### config.mk
export PLATFORM = sky130hd
export DESIGN_NAME = pwrseq_ctrl
export DESIGN_NICKNAME = d
export VERILOG_FILES = /design/src/rtl/pwrseq_pkg.sv /design/src/rtl/pwrseq_wake.sv /design/src/rtl/pwrseq_settle.sv /design/src/rtl/pwrseq_outdec.sv /design/src/rtl/pwrseq_ctrl.sv
export SDC_FILE = /design/constraint.sdc
export NUM_CORES = 1
export LEC_CHECK = 0
export CAP_MARGIN = 0
export CORE_ASPECT_RATIO = 0.7
export CORE_UTILIZATION = 48
export CTS_CLUSTER_SIZE = 30
export DETAILED_ROUTE_END_ITERATION = 6
export GPL_ROUTABILITY_DRIVEN = 0
export GPL_TIMING_DRIVEN = 0
export PLACE_DENSITY = 0.87
export SLEW_MARGIN = 0
export SYNTH_ARGS = -nofsm -noshare
export SYNTH_HDL_FRONTEND = slang
export SYNTH_SLANG_ARGS = --single-unit
### constraint.sdc
create_clock -name clk -period 4.8 [get_ports clk]
set_input_delay 0.96 -clock clk [delete_from_list [all_inputs] [get_ports clk]]
set_output_delay 0.96 -clock clk [all_outputs]
set_load 0.05 [all_outputs]
### src/rtl/pwrseq_pkg.sv
package pwrseq_pkg;

    typedef enum logic [2:0] {
        TGT_NONE = 3'd0,
        TGT_NAP  = 3'd1,
        TGT_LOWV = 3'd2,
        TGT_DEEP = 3'd3,
        TGT_OFF  = 3'd4
    } tgt_t;

    typedef enum logic [3:0] {
        ST_RUN,
        ST_NAP,
        ST_GATE,
        ST_LV_LOW,
        ST_LV_UP,
        ST_DP_OFF,
        ST_DP_UP,
        ST_SETTLE,
        ST_RESET,
        ST_SHUT
    } st_t;

    typedef struct packed {
        logic cpu_clk;
        logic per_clk;
        logic lowv;
        logic dom_on;
        logic lf_ring;
        logic rst_req;
    } ctl_t;

    function automatic logic tgt_ok(input logic [2:0] code);
        return (code >= 3'd1) && (code <= 3'd4);
    endfunction

    function automatic st_t down_state(input tgt_t t);
        case (t)
            TGT_LOWV: return ST_LV_LOW;
            TGT_DEEP: return ST_DP_OFF;
            default:  return ST_SHUT;
        endcase
    endfunction

endpackage

### src/rtl/pwrseq_wake.sv
module pwrseq_wake
    import pwrseq_pkg::*;
#(
    parameter int N_IRQ = 8
) (
    input  st_t              st,
    input  logic [N_IRQ-1:0] irq,
    input  logic             gpio,
    input  logic             rtc,
    output logic             wake
);
    logic aon_hit;
    logic any_irq;

    assign aon_hit = gpio | rtc;
    assign any_irq = |irq;

    always_comb begin
        case (st)
            ST_NAP:               wake = any_irq | aon_hit;
            ST_LV_LOW, ST_DP_OFF: wake = aon_hit;
            default:              wake = 1'b0;
        endcase
    end
endmodule

### src/rtl/pwrseq_settle.sv
module pwrseq_settle #(
    parameter int SETTLE_W = 8
) (
    input  logic                clk,
    input  logic                rst,
    input  logic                run,
    input  logic                tick,
    input  logic [SETTLE_W-1:0] limit,
    output logic                done
);
    logic [SETTLE_W-1:0] cnt;

    assign done = run && (cnt == limit);

    always_ff @(posedge clk) begin
        if (rst || !run) begin
            cnt <= '0;
        end else if (tick && !done) begin
            cnt <= cnt + 1'b1;
        end
    end

    assert_settle_bound_R7: assert property (@(posedge clk) disable iff (rst)
        (run && $stable(limit)) |-> (cnt <= limit));
endmodule

### src/rtl/pwrseq_outdec.sv
module pwrseq_outdec
    import pwrseq_pkg::*;
(
    input  st_t  st,
    input  tgt_t tgt,
    output ctl_t ctl
);
    always_comb begin
        ctl         = '0;
        ctl.dom_on  = 1'b1;
        case (st)
            ST_RUN: begin
                ctl.cpu_clk = 1'b1;
                ctl.per_clk = 1'b1;
            end
            ST_NAP:    ctl.per_clk = 1'b1;
            ST_LV_LOW: ctl.lowv    = 1'b1;
            ST_DP_OFF: begin
                ctl.dom_on  = 1'b0;
                ctl.lf_ring = 1'b1;
            end
            ST_DP_UP:   ctl.lf_ring = 1'b1;
            ST_SETTLE:  ctl.lf_ring = (tgt == TGT_DEEP);
            ST_RESET: begin
                ctl.lf_ring = 1'b1;
                ctl.rst_req = 1'b1;
            end
            ST_SHUT:    ctl.dom_on = 1'b0;
            default:    ;
        endcase
    end
endmodule

### src/rtl/pwrseq_ctrl.sv
module pwrseq_ctrl
    import pwrseq_pkg::*;
#(
    parameter int N_IRQ    = 8,
    parameter int SETTLE_W = 8
) (
    input  logic                clk,
    input  logic                rst,
    input  logic                sleep_req,
    input  logic [2:0]          sleep_mode,
    input  logic                cpu_idle,
    input  logic [N_IRQ-1:0]    periph_irq,
    input  logic                gpio_wake,
    input  logic                rtc_wake,
    input  logic                lf_tick,
    input  logic [SETTLE_W-1:0] settle_ticks,
    input  logic                volt_ready,
    input  logic                pwr_good,
    output logic                cpu_clk_en,
    output logic                periph_clk_en,
    output logic                lowv_req,
    output logic                dom_on,
    output logic                lf_ring_sel,
    output logic                sys_rst_req
);
    st_t  st_q, st_d;
    tgt_t tgt_q, tgt_d;
    logic wake;
    logic settle_done;
    logic accept;
    ctl_t ctl;

    assign accept = sleep_req && cpu_idle && tgt_ok(sleep_mode);

    pwrseq_wake #(.N_IRQ(N_IRQ)) u_wake (
        .st   (st_q),
        .irq  (periph_irq),
        .gpio (gpio_wake),
        .rtc  (rtc_wake),
        .wake (wake)
    );

    pwrseq_settle #(.SETTLE_W(SETTLE_W)) u_settle (
        .clk   (clk),
        .rst   (rst),
        .run   (st_q == ST_SETTLE),
        .tick  (lf_tick),
        .limit (settle_ticks),
        .done  (settle_done)
    );

    pwrseq_outdec u_dec (
        .st  (st_q),
        .tgt (tgt_q),
        .ctl (ctl)
    );

    always_comb begin
        st_d  = st_q;
        tgt_d = tgt_q;
        case (st_q)
            ST_RUN: if (accept) begin
                tgt_d = tgt_t'(sleep_mode);
                st_d  = (tgt_t'(sleep_mode) == TGT_NAP) ? ST_NAP : ST_GATE;
            end
            ST_NAP:    if (wake) st_d = ST_RUN;
            ST_GATE:   st_d = down_state(tgt_q);
            ST_LV_LOW: if (wake) st_d = ST_LV_UP;
            ST_LV_UP:  if (volt_ready) st_d = ST_SETTLE;
            ST_DP_OFF: if (wake) st_d = ST_DP_UP;
            ST_DP_UP:  if (pwr_good) st_d = ST_SETTLE;
            ST_SETTLE: if (settle_done) st_d = (tgt_q == TGT_DEEP) ? ST_RESET : ST_RUN;
            ST_RESET:  st_d = ST_RUN;
            ST_SHUT:   st_d = ST_SHUT;
            default:   st_d = ST_RUN;
        endcase
    end

    always_ff @(posedge clk) begin
        if (rst) begin
            st_q  <= ST_RUN;
            tgt_q <= TGT_NONE;
        end else begin
            st_q  <= st_d;
            tgt_q <= tgt_d;
        end
    end

    assign cpu_clk_en    = ctl.cpu_clk;
    assign periph_clk_en = ctl.per_clk;
    assign lowv_req      = ctl.lowv;
    assign dom_on        = ctl.dom_on;
    assign lf_ring_sel   = ctl.lf_ring;
    assign sys_rst_req   = ctl.rst_req;

    assert_busy_stays_R2: assert property (@(posedge clk) disable iff (rst)
        (cpu_clk_en && !cpu_idle) |=> cpu_clk_en);

    assert_gate_first_R4: assert property (@(posedge clk) disable iff (rst)
        (lowv_req || !dom_on) |-> (!cpu_clk_en && !periph_clk_en));

    assert_lowv_after_gate_R4: assert property (@(posedge clk) disable iff (rst)
        $rose(lowv_req) |-> $past(!periph_clk_en));

    assert_lv_ignores_irq_R5: assert property (@(posedge clk) disable iff (rst)
        (st_q == ST_LV_LOW && !gpio_wake && !rtc_wake) |=> lowv_req);

    assert_wait_ready_R6: assert property (@(posedge clk) disable iff (rst)
        (st_q == ST_LV_UP && !volt_ready) |=> !periph_clk_en);

    assert_ring_in_deep_R8: assert property (@(posedge clk) disable iff (rst)
        (!dom_on && !cpu_clk_en && st_q != ST_SHUT) |-> lf_ring_sel);

    assert_rst_pulse_R9: assert property (@(posedge clk) disable iff (rst)
        sys_rst_req |=> (!sys_rst_req && cpu_clk_en && periph_clk_en));

    assert_shut_sticky_R10: assert property (@(posedge clk) disable iff (rst)
        (st_q == ST_SHUT) |=> (st_q == ST_SHUT && !dom_on));
endmodule

==> Word-level counts from Yosys, hierarchy flattened <==
Cells that the tools add are included.
{ "op_classes": {"n_addsub": 1, "n_mul": 0, "n_div": 0, "order_cmp": 2, "eq_ne": 20, "shift": 0, "mux": 18, "n_bitwise": 2, "n_reduce_logical": 16} }
{ "op_table": {"columns": ["cell", "count"], "rows": [
  ["$pmux 4 s9", 1],
  ["$mux 4", 8],
  ["$eq 4x3->1 const B", 4],
  ["$ne 2x2->1 const B", 7],
  ["$add 8x1->8 const B", 1],
  ["$eq 4x2->1 const B", 2],
  ["$eq 4x4->1 const B", 2],
  ["$eq 8x8->1", 1],
  ["$pmux 4 s2", 1],
  ["$reduce_or 8->1", 1],
  ["$reduce_and 7->1", 1],
  ["$eq 3x2->1 const B", 2],
  ["$reduce_or 2->1", 3],
  ["$logic_and 1x1->1", 5],
  ["$mux 1", 5],
  ["$eq 4x1->1 const B", 1],
  ["$logic_not 4->1", 1],
  ["$pmux 1 s2", 2],
  ["$eq 3x1->1 const B", 1],
  ["$ge 3x1->1 const B", 1],
  ["$le 3x3->1 const B", 1],
  ["$reduce_or 3->1", 1],
  ["$logic_not 1->1", 2],
  ["$mux 2", 1],
  ["other kinds (3)", 4]
]} }
{ "totals": {"ff_bits": 15, "latchBits": 0, "ramBits": 0, "mem_bits_ro": 0, "inputBits": 28, "output_inout_bits": 6, "elab_cells": 62, "n_memories": 0} }

==> Logic depth before layout (Yosys ltp) <==
Gate-level depths: netlist of run 1.
{ "logic_depth": {"word_depth": 5, "mapped_depth": 6, "mapped_depth_nobuf": 5} }

==> By module <==
Synthesis of run 1 repeated with hierarchy kept, for this count alone.
{ "unflattened": {"hier_cells": 133, "hier_area_um2": 1106.1} }
{ "by_module_without_submodules": {"columns": ["mod", "instances", "cells_each", "area_per_inst_um2", "seq_area_each_um2"], "rows": [
  ["pwrseq_ctrl", 1, 60, 496.7, 140.1],
  ["pwrseq_settle", 1, 55, 474.2, 160.2],
  ["pwrseq_outdec", 1, 12, 90.1, 0.0],
  ["pwrseq_wake", 1, 6, 45.0, 0.0]
]} }

==> Worst setup path after synthesis of run 1 <==
Ideal clock, no wire load.
{ "synth_path": {"path_type": "flip-flop to output port", "startpoint": "register st_q[3]", "endpoint": "output cpu_clk_en", "arrival_time_ps": 2111, "required_ps": 3840, "path_slack_ps": 1729, "path_stages_with_launch": 3, "n_path_buf": 1, "cell_sequence": "dfxtp_1 buf_2 nor4_1"} }
{ "synth_between": {"elab_chain_cells": 2} }
{ "synth_lines": {"columns": ["element", "line_no", "rtl"], "rows": [
  ["from (decl)", "pwrseq_ctrl.sv:26", "st_t st_q, st_d;"],
  ["from (signal assigned)", "pwrseq_ctrl.sv:84", "st_q <= st_d;"],
  ["$logic_not 4->1", "pwrseq_outdec.sv:11", "case (st)"],
  ["$mux 1", "pwrseq_outdec.sv:11", null],
  ["to (decl)", "pwrseq_ctrl.sv:19", "output logic cpu_clk_en,"]
]} }
No other way between the ends.

==> Worst setup path after layout of run 1 <==
{ "layout_path": {"startpoint": "register st_q[2]", "endpoint": "output dom_on"} }
{ "layout_between": {"elab_chain_cells": 3, "elab_cells_between_ends": 4, "cone_classes": "2 x eq/ne; 1 x mux; 1 x reduce/logical"} }
{ "layout_lines": {"columns": ["element", "line_no", "rtl"], "rows": [
  ["$eq 4x4->1 / $eq 4x3->1 (equally long branches)", "pwrseq_outdec.sv:11", null],
  ["$reduce_or 2->1 (no source line) *", null, null],
  ["$mux 1 *", "pwrseq_outdec.sv:11", null],
  ["to (decl)", "pwrseq_ctrl.sv:22", "output logic dom_on,"]
]} }
Mark *: on every way between the ends. The rest lies on a longest branch, timed or not.

==> metrics.md, run 1 <==
| Metric | Value |
|---|---|
| Max stage delay on crit path | `0.70 ns` |
| Clock transition time at the flip-flop clock pins of the worst setup and hold paths | `0.09 ns` |
| Initial DRT Pass Iterations | `6` |
| Number of global-route vias before repair | `941` |
| Syn Area/Cell | `7.77 µm²` |
| Clock Tree Root | `clkbuf_4` |
| Detail Placement HPWL | `2.10 mm` |
| Setup repair after global routing missed its margin | `no` |
| Number of endpoints failing setup at the final stage | `0` |
| Routed Wire Length | `2.71 mm` |
| Sinks on the clock net | `15` |
| Number of flip-flops and latches in the synthesized netlist | `15` |
| Critical path startpoint category | `register` |
| Setup slack, reg-to-reg | `3.01 ns` |
| Global-route usage over all layers | `25.2%` |
| Req. time, crit path | `3.84 ns` |
| Most used flip-flop cell after synthesis | `dfxtp_1` |
| CORE AREA | `1920 µm²` |
| Pwr per Cell Area | `283 nW/µm²` |
| Count of cells along the worst register-to-register path | `5` |
| Post-route setup TNS | `0 ns` |
| Number of buffers added to fix hold violations after cts | `0` |
| RR Endpoint | `u_settle.cnt[6]` |
| Deepest level of the CTS H-tree | `1` |
| Fraction of final layout cells sized beyond drive strength 1 | `5.99%` |
| Leakage power figure | `0.000508 µW` |
| Master of the slowest instance on the critical path | `clkdlybuf4s50_1` |
| Ratio of final minimum period to clock period | `67.1%` |
| TritonCTS clock tree | `done` |
| Worst clock skew | `0.00409 ns` |
| Seq/Total Area, Yosys | `29.5%` |
| Post-cts repair resize count | `0` |
| Number of antenna violations at the first check in global routing | `0` |
| Kind of critical path | `register to primary output` |
| Die height | `40.5 µm` |
| Yosys warning count | `0` |
| Leading cell types by count after synthesis | `15 x dfxtp_1, 11 x nor2_1, 10 x nand2_1, 9 x xor2_1, 8 x a21oi_1` |
| Reg2reg start | `st_q[1]` |
| Residual antenna-violating net count after detailed routing | `0` |
| Pin count of the biggest net entering global routing | `11` |
| Source-to-sink clock delay at the later pin of the worst-skew pair | `0.30 ns` |
| Maximum root-to-sink buffer count | `2` |
| Outcome | `finished, violations left` |
| Yosys top cell area share | `29.5%` |
| Time the final worst path needs with I/O delays and setup | `3.22 ns` |
| Post-synthesis instance area | `1020 µm²` |
| CP top delay family | `buffers and inverters` |
| Post-synthesis net count | `160` |
| Hold Crit Endpoint | `tgt_q[1]` |
| Kind of end point of the critical path | `primary output` |
| Count of vias placed by the detailed router | `1133` |
| Ys async rst share | `0%` |
| Final global-route overflow total | `0` |
| Starting density of the core | `53.1%` |
| Library cell with the highest instance count after synthesis | `dfxtp_1` |
| Horizontal die dimension | `57.1 µm` |
| Maximum fanout count along the critical path | `10` |
| Final hold vios | `0` |
| DRC violations left | `6` |
| Class of the most critical hold timing path | `register to register` |
| Number of slew-limit violations in the final report | `0` |
| Largest area contributor in the synthesized netlist | `dfxtp_1` |
| Placement row count | `13` |
| CP Cell Sequence | `buf_1 -> xnor2_1 -> or3_1 -> clkdlybuf4s50_1` |
| Drt wl/cell | `14.3 µm` |
| Violated checks | `design-rule violations` |
| Number of buffers added for setup after CTS | `0` |
| Antenna Cells | `0` |
| Total of buffers placed on input and output ports | `32` |
| Most area-consuming cells after synthesis | `dfxtp_1 29%, xor2_1 7.7%, mux2i_1 4.9%` |
| Transition at the pin with the smallest max-transition slack | `0.610 ns` |
| Startpoint of the lowest-slack hold path | `tgt_q[1]` |
| Crit path buffers/inverters | `2` |
| Achievable Freq | `310 MHz` |
| Arrival time worst endpoint | `2.26 ns` |
| Worst hold stages | `2` |
| DRC violation total after the first TritonRoute iteration | `45` |
| Global-route wire length before repair | `4.26 mm` |
| Headroom to the max-slew limit | `59.0%` |
| Smallest setup slack after layout | `1.58 ns` |
| P&R area growth vs syn | `36.9%` |
| Peak VDD IR | `0.000235 V` |
| DR vias/cell | `5.99` |
| Post-Syn Instances | `131` |
| Worst slack at placement | `1.96 ns` |
| Cts bufs inserted | `3` |
| Number of enable flip-flop cells after synthesis | `0` |
| Nets | `197` |
| Count of boundary I/O pins | `34` |
| Max-Cap Viols | `0` |
| Post-synth cell types | `37` |
| Die ar. | `2310 µm²` |
[cell usage in the layout, fill, tap and decap left out, types with 4 or more instances in the layout]
cell,n
nand3_1,7
nand2b_1,4
xor2_1,9
inv_1,6
clkdlybuf4s50_1,32
nand2_1,10
mux2i_1,5
o21ai_0,7
nor4_1,6
dfxtp_1,15
or3_1,6
a21oi_1,8
nor2_1,11
[per-layer routing]
layer | GRT usage [%] | vias up | routed length (µm)
met3 | 6.13 | 3 | 213
li1 | - | 557 | -
met5 | 0 | - | 0
met1 | 31.5 | 531 | 1240
met2 | 45.3 | 42 | 1240
met4 | 6.10 | 0 | 12
[through the flow]
| step | std cells | hold WS, ns | util [%] | total power (µW) | area, µm² |
|---|---|---|---|---|---|
| 2_1_floorplan | 131 | 0.452 | - | 262 | 1020 |
| 3_3_place_gp | 185 | 0.472 | 71.2 | 317 | 1370 |
| 3_5_place_dp | 185 | 0.472 | 71.2 | 322 | 1370 |
| 4_1_cts | 189 | 0.495 | 72.6 | 395 | 1390 |
| 5_1_grt | 189 | 0.542 | 72.6 | 416 | 1390 |
| 6_report | 189 | 0.491 | 72.6 | 395 | 1390 |
[power breakdown]
part	internal, µW	switching [µW]	total, µW
registers	132	9.28	141
clock network	31.1	43.3	74.4
logic	79.5	99.5	179
[final cells by class]
cell class / count / area (µm²)
buffer: 6 / 31.3
clock buffer: 3 / 22.5
clock inverter: 1 / 5.00
fill: 153 / 526
inverter: 6 / 22.5
multi-input combinational: 104 / 664
sequential: 15 / 300
tap: 22 / 27.5
timing repair buffer: 32 / 320
[worst max-delay path by stage]
stage | start | to | slack (ns) | cells after the start
floorplan | st_q[3] | cpu_clk_en | 1.73 | 2
global placement | st_q[2] | lf_ring_sel | 2.02 | 5
detailed placement | st_q[2] | dom_on | 1.96 | 4
CTS | st_q[2] | dom_on | 1.62 | 4
global route | st_q[2] | dom_on | 1.50 | 4
finish | st_q[2] | dom_on | 1.58 | 4
[registers in the layout (all words and copies together), names as in the netlist]
| signal | cells |
|---|---|
| tgt_q | 3 |
| u_settle.cnt | 8 |
| st_q | 4 |
[worst reg2reg max path, stage by stage, from the launching register on]
cell	delay, ns
dfxtp_1	0.46
nand2_1	0.16
nor3_1	0.25
nand2b_1	0.24
or4_1	0.55
nand2_1	0.08
[kinds of logic (layout without fill, tap and decap cells)]
group,Yosys count,in the layout,share of synthesized area (%)
compound gates,28,28,16.8
xor+xnor,10,10,8.60
fa+ha+maj,1,1,1.23
buf+inv,12,48,5.28
flops,15,15,29.5
mux,5,5,4.91
simple gates,60,60,33.7
Note: power is estimated with default switching activity, not from simulation.
==> inputs of run 2 (changes only) <==
Settings changed: CORE_UTILIZATION 48 to 45, PLACE_DENSITY 0.87 to 0.83.
Clock period 4.8 ns to 2.97 ns, I/O delays scaled along.
==> metrics.md, run 2 (same netlist as run 1, synthesis figures left out) <==
| Metric | Value |
|---|---|
| Kind of critical path | `register to primary output` |
| Placement row count | `14` |
| CORE AREA | `2140 µm²` |
| Clock Tree Root | `clkbuf_4` |
| Final Instance Count excl. Fillers | `199` |
| Req. time, crit path | `2.38 ns` |
| Final hold vios | `0` |
| DR vias/cell | `5.41` |
| Number of flip-flops under the largest register name | `8` |
| Master of the slowest instance on the critical path | `clkdlybuf4s50_1` |
| Number of global-route vias before repair | `949` |
| Max-Cap Viols | `0` |
| Antenna Cells | `0` |
| Critical path startpoint category | `register` |
| Number of buffers added to fix hold violations after cts | `0` |
| Number of inserted filler cells in the final layout | `191` |
| Cts bufs inserted | `3` |
| Residual antenna-violating net count after detailed routing | `0` |
| Source-to-sink clock delay at the later pin of the worst-skew pair | `0.29 ns` |
| Detail Placement HPWL | `1.96 mm` |
| Commonest cells after routing, fill and taps aside | `32 x clkdlybuf4s50_1, 15 x dfxtp_1, 11 x nor2_1, 10 x nand2_1, 9 x xor2_1` |
| Final Instance Area | `1410 µm²` |
| Worst clock skew | `0.00875 ns` |
| Transition at the pin with the smallest max-transition slack | `0.564 ns` |
| Number of antenna violations at the first check in global routing | `0` |
| Kind of end point of the critical path | `primary output` |
| Maximum root-to-sink buffer count | `2` |
| Clock transition time at the flip-flop clock pins of the worst setup and hold paths | `0.10 ns` |
| DRC violations left | `0` |
| Commonest non-fill, non-tap cell in the layout | `clkdlybuf4s50_1` |
| Global-route usage over all layers | `20.9%` |
| Register ranked first by flip-flop count | `u_settle.cnt` |
| Ratio of final minimum period to clock period | `93.9%` |
| Achievable Freq | `358 MHz` |
| RR Endpoint | `u_settle.cnt[7]` |
| Leakage power figure | `0.000504 µW` |
| Final global-route overflow total | `0` |
| Headroom to the max-slew limit | `62.1%` |
| Maximum fanout count along the critical path | `10` |
| Smallest setup slack after layout | `0.180 ns` |
| CP Launch Point | `st_q[2]` |
| Post-cts repair resize count | `0` |
| TritonCTS clock tree | `done` |
| Number of endpoints failing setup at the final stage | `0` |
| Max stage delay on crit path | `0.82 ns` |
| P&R area growth vs syn | `38.3%` |
| Count of boundary I/O pins | `34` |
| Routed Wire Length | `2.49 mm` |
| End point of the critical path | `lf_ring_sel` |
| Fraction of final layout cells sized beyond drive strength 1 | `5.99%` |
| Arrival time worst endpoint | `2.20 ns` |
| Number of slew-limit violations in the final report | `0` |
| DRC violation total after the first TritonRoute iteration | `38` |
| Total power after layout | `638 µW` |
| Starting density of the core | `47.7%` |
| Die height | `41.8 µm` |
| Peak VDD IR | `0.000341 V` |
| Post-route setup TNS | `0 ns` |
| Initial DRT Pass Iterations | `4` |
| Dpl cells | `195` |
| Count of cells along the worst register-to-register path | `5` |
| Setup repair after global routing missed its margin | `no` |
| Pwr per Cell Area | `453 nW/µm²` |
| Die ar. | `2460 µm²` |
| Horizontal die dimension | `58.9 µm` |
| Global-route wire length before repair | `3.88 mm` |
| Total of buffers placed on input and output ports | `32` |
| Drt wl/cell | `12.5 µm` |
| Cell area reported after detailed placement | `1380 µm²` |
| Outcome | `finished, final reports clean` |
| Nets | `197` |
| Reg2reg start | `st_q[1]` |
| Setup slack, reg-to-reg | `1.23 ns` |
| Number of buffers added for setup after CTS | `0` |
| Worst slack at placement | `0.523 ns` |
| CP Cell Sequence | `buf_1 -> nor2_1 -> nand2_1 -> o22ai_1 -> clkdlybuf4s50_1` |
| Pin count of the biggest net entering global routing | `11` |
| Deepest level of the CTS H-tree | `1` |
| Class of the most critical hold timing path | `register to register` |
| Time the final worst path needs with I/O delays and setup | `2.79 ns` |
| Count of vias placed by the detailed router | `1076` |
| Sinks on the clock net | `15` |
| Largest registers | `u_settle.cnt (8), st_q (4), tgt_q (3)` |
[run 2: worst min-delay path by stage]
stage | start | cells after the start | slack, ns | to
global route | u_settle.cnt[5] | 2 | 0.56 | u_settle.cnt[5]
detailed placement | tgt_q[2] | 2 | 0.50 | tgt_q[2]
global placement | tgt_q[1] | 2 | 0.47 | tgt_q[1]
floorplan | tgt_q[1] | 2 | 0.45 | tgt_q[1]
CTS | tgt_q[2] | 2 | 0.52 | tgt_q[2]
finish | tgt_q[1] | 2 | 0.51 | tgt_q[1]
[run 2: stage by stage]
step | util, % | hold slack [ns]
floorplan | - | 0.452
global placement | 64.5 | 0.473
detailed placement | 64.5 | 0.499
CTS | 65.9 | 0.524
global route | 65.9 | 0.556
finish | 65.9 | 0.513
[run 2: area by class of cell]
type | instances | area (µm²) | area share [%]
plain buffers | 6 | 31.3 | 2.22
clock buffers | 3 | 22.5 | 1.60
clock inverters | 1 | 7.51 | 0.533
inverters | 6 | 22.5 | 1.60
multi-input cells | 104 | 664 | 47.2
flip-flops and latches | 15 | 300 | 21.3
well taps | 32 | 40.0 | 2.84
repair buffers | 32 | 320 | 22.7
[run 2: report_power, final]
part           internal, µW  switching [µW]  leakage (µW)  total [µW]
Clock                  51.3            72.4     0.0000139         124
Combinational           128             158      0.000369         286
Sequential              213            15.0      0.000121         228
Total                   393             245      0.000504         638
[run 2: critical path, delay by kind of cell (launching register included)]
family	cells	cell delay (ns)
AOI/OAI and AO/OA	1	0.16
buffers and inverters	2	1.06
DFF	1	0.37
and+or+nand+nor	2	0.32
[run 2: metal layers]
metal	GRT usage, %	wire length [µm]	vias to the layer above
met5	0	0	-
li1	-	-	552
met2	33.4	1120	38
met1	26.6	1170	484
met4	5.24	8	0
met3	7.48	195	2
==> inputs of run 3 (changes only) <==
Settings changed: HOLD_SLACK_MARGIN set to 0.05, SLEW_MARGIN 0 to 25.
==> results of run 3 <==
No change in the layout: final DEF, timing and power equal those of run 2.
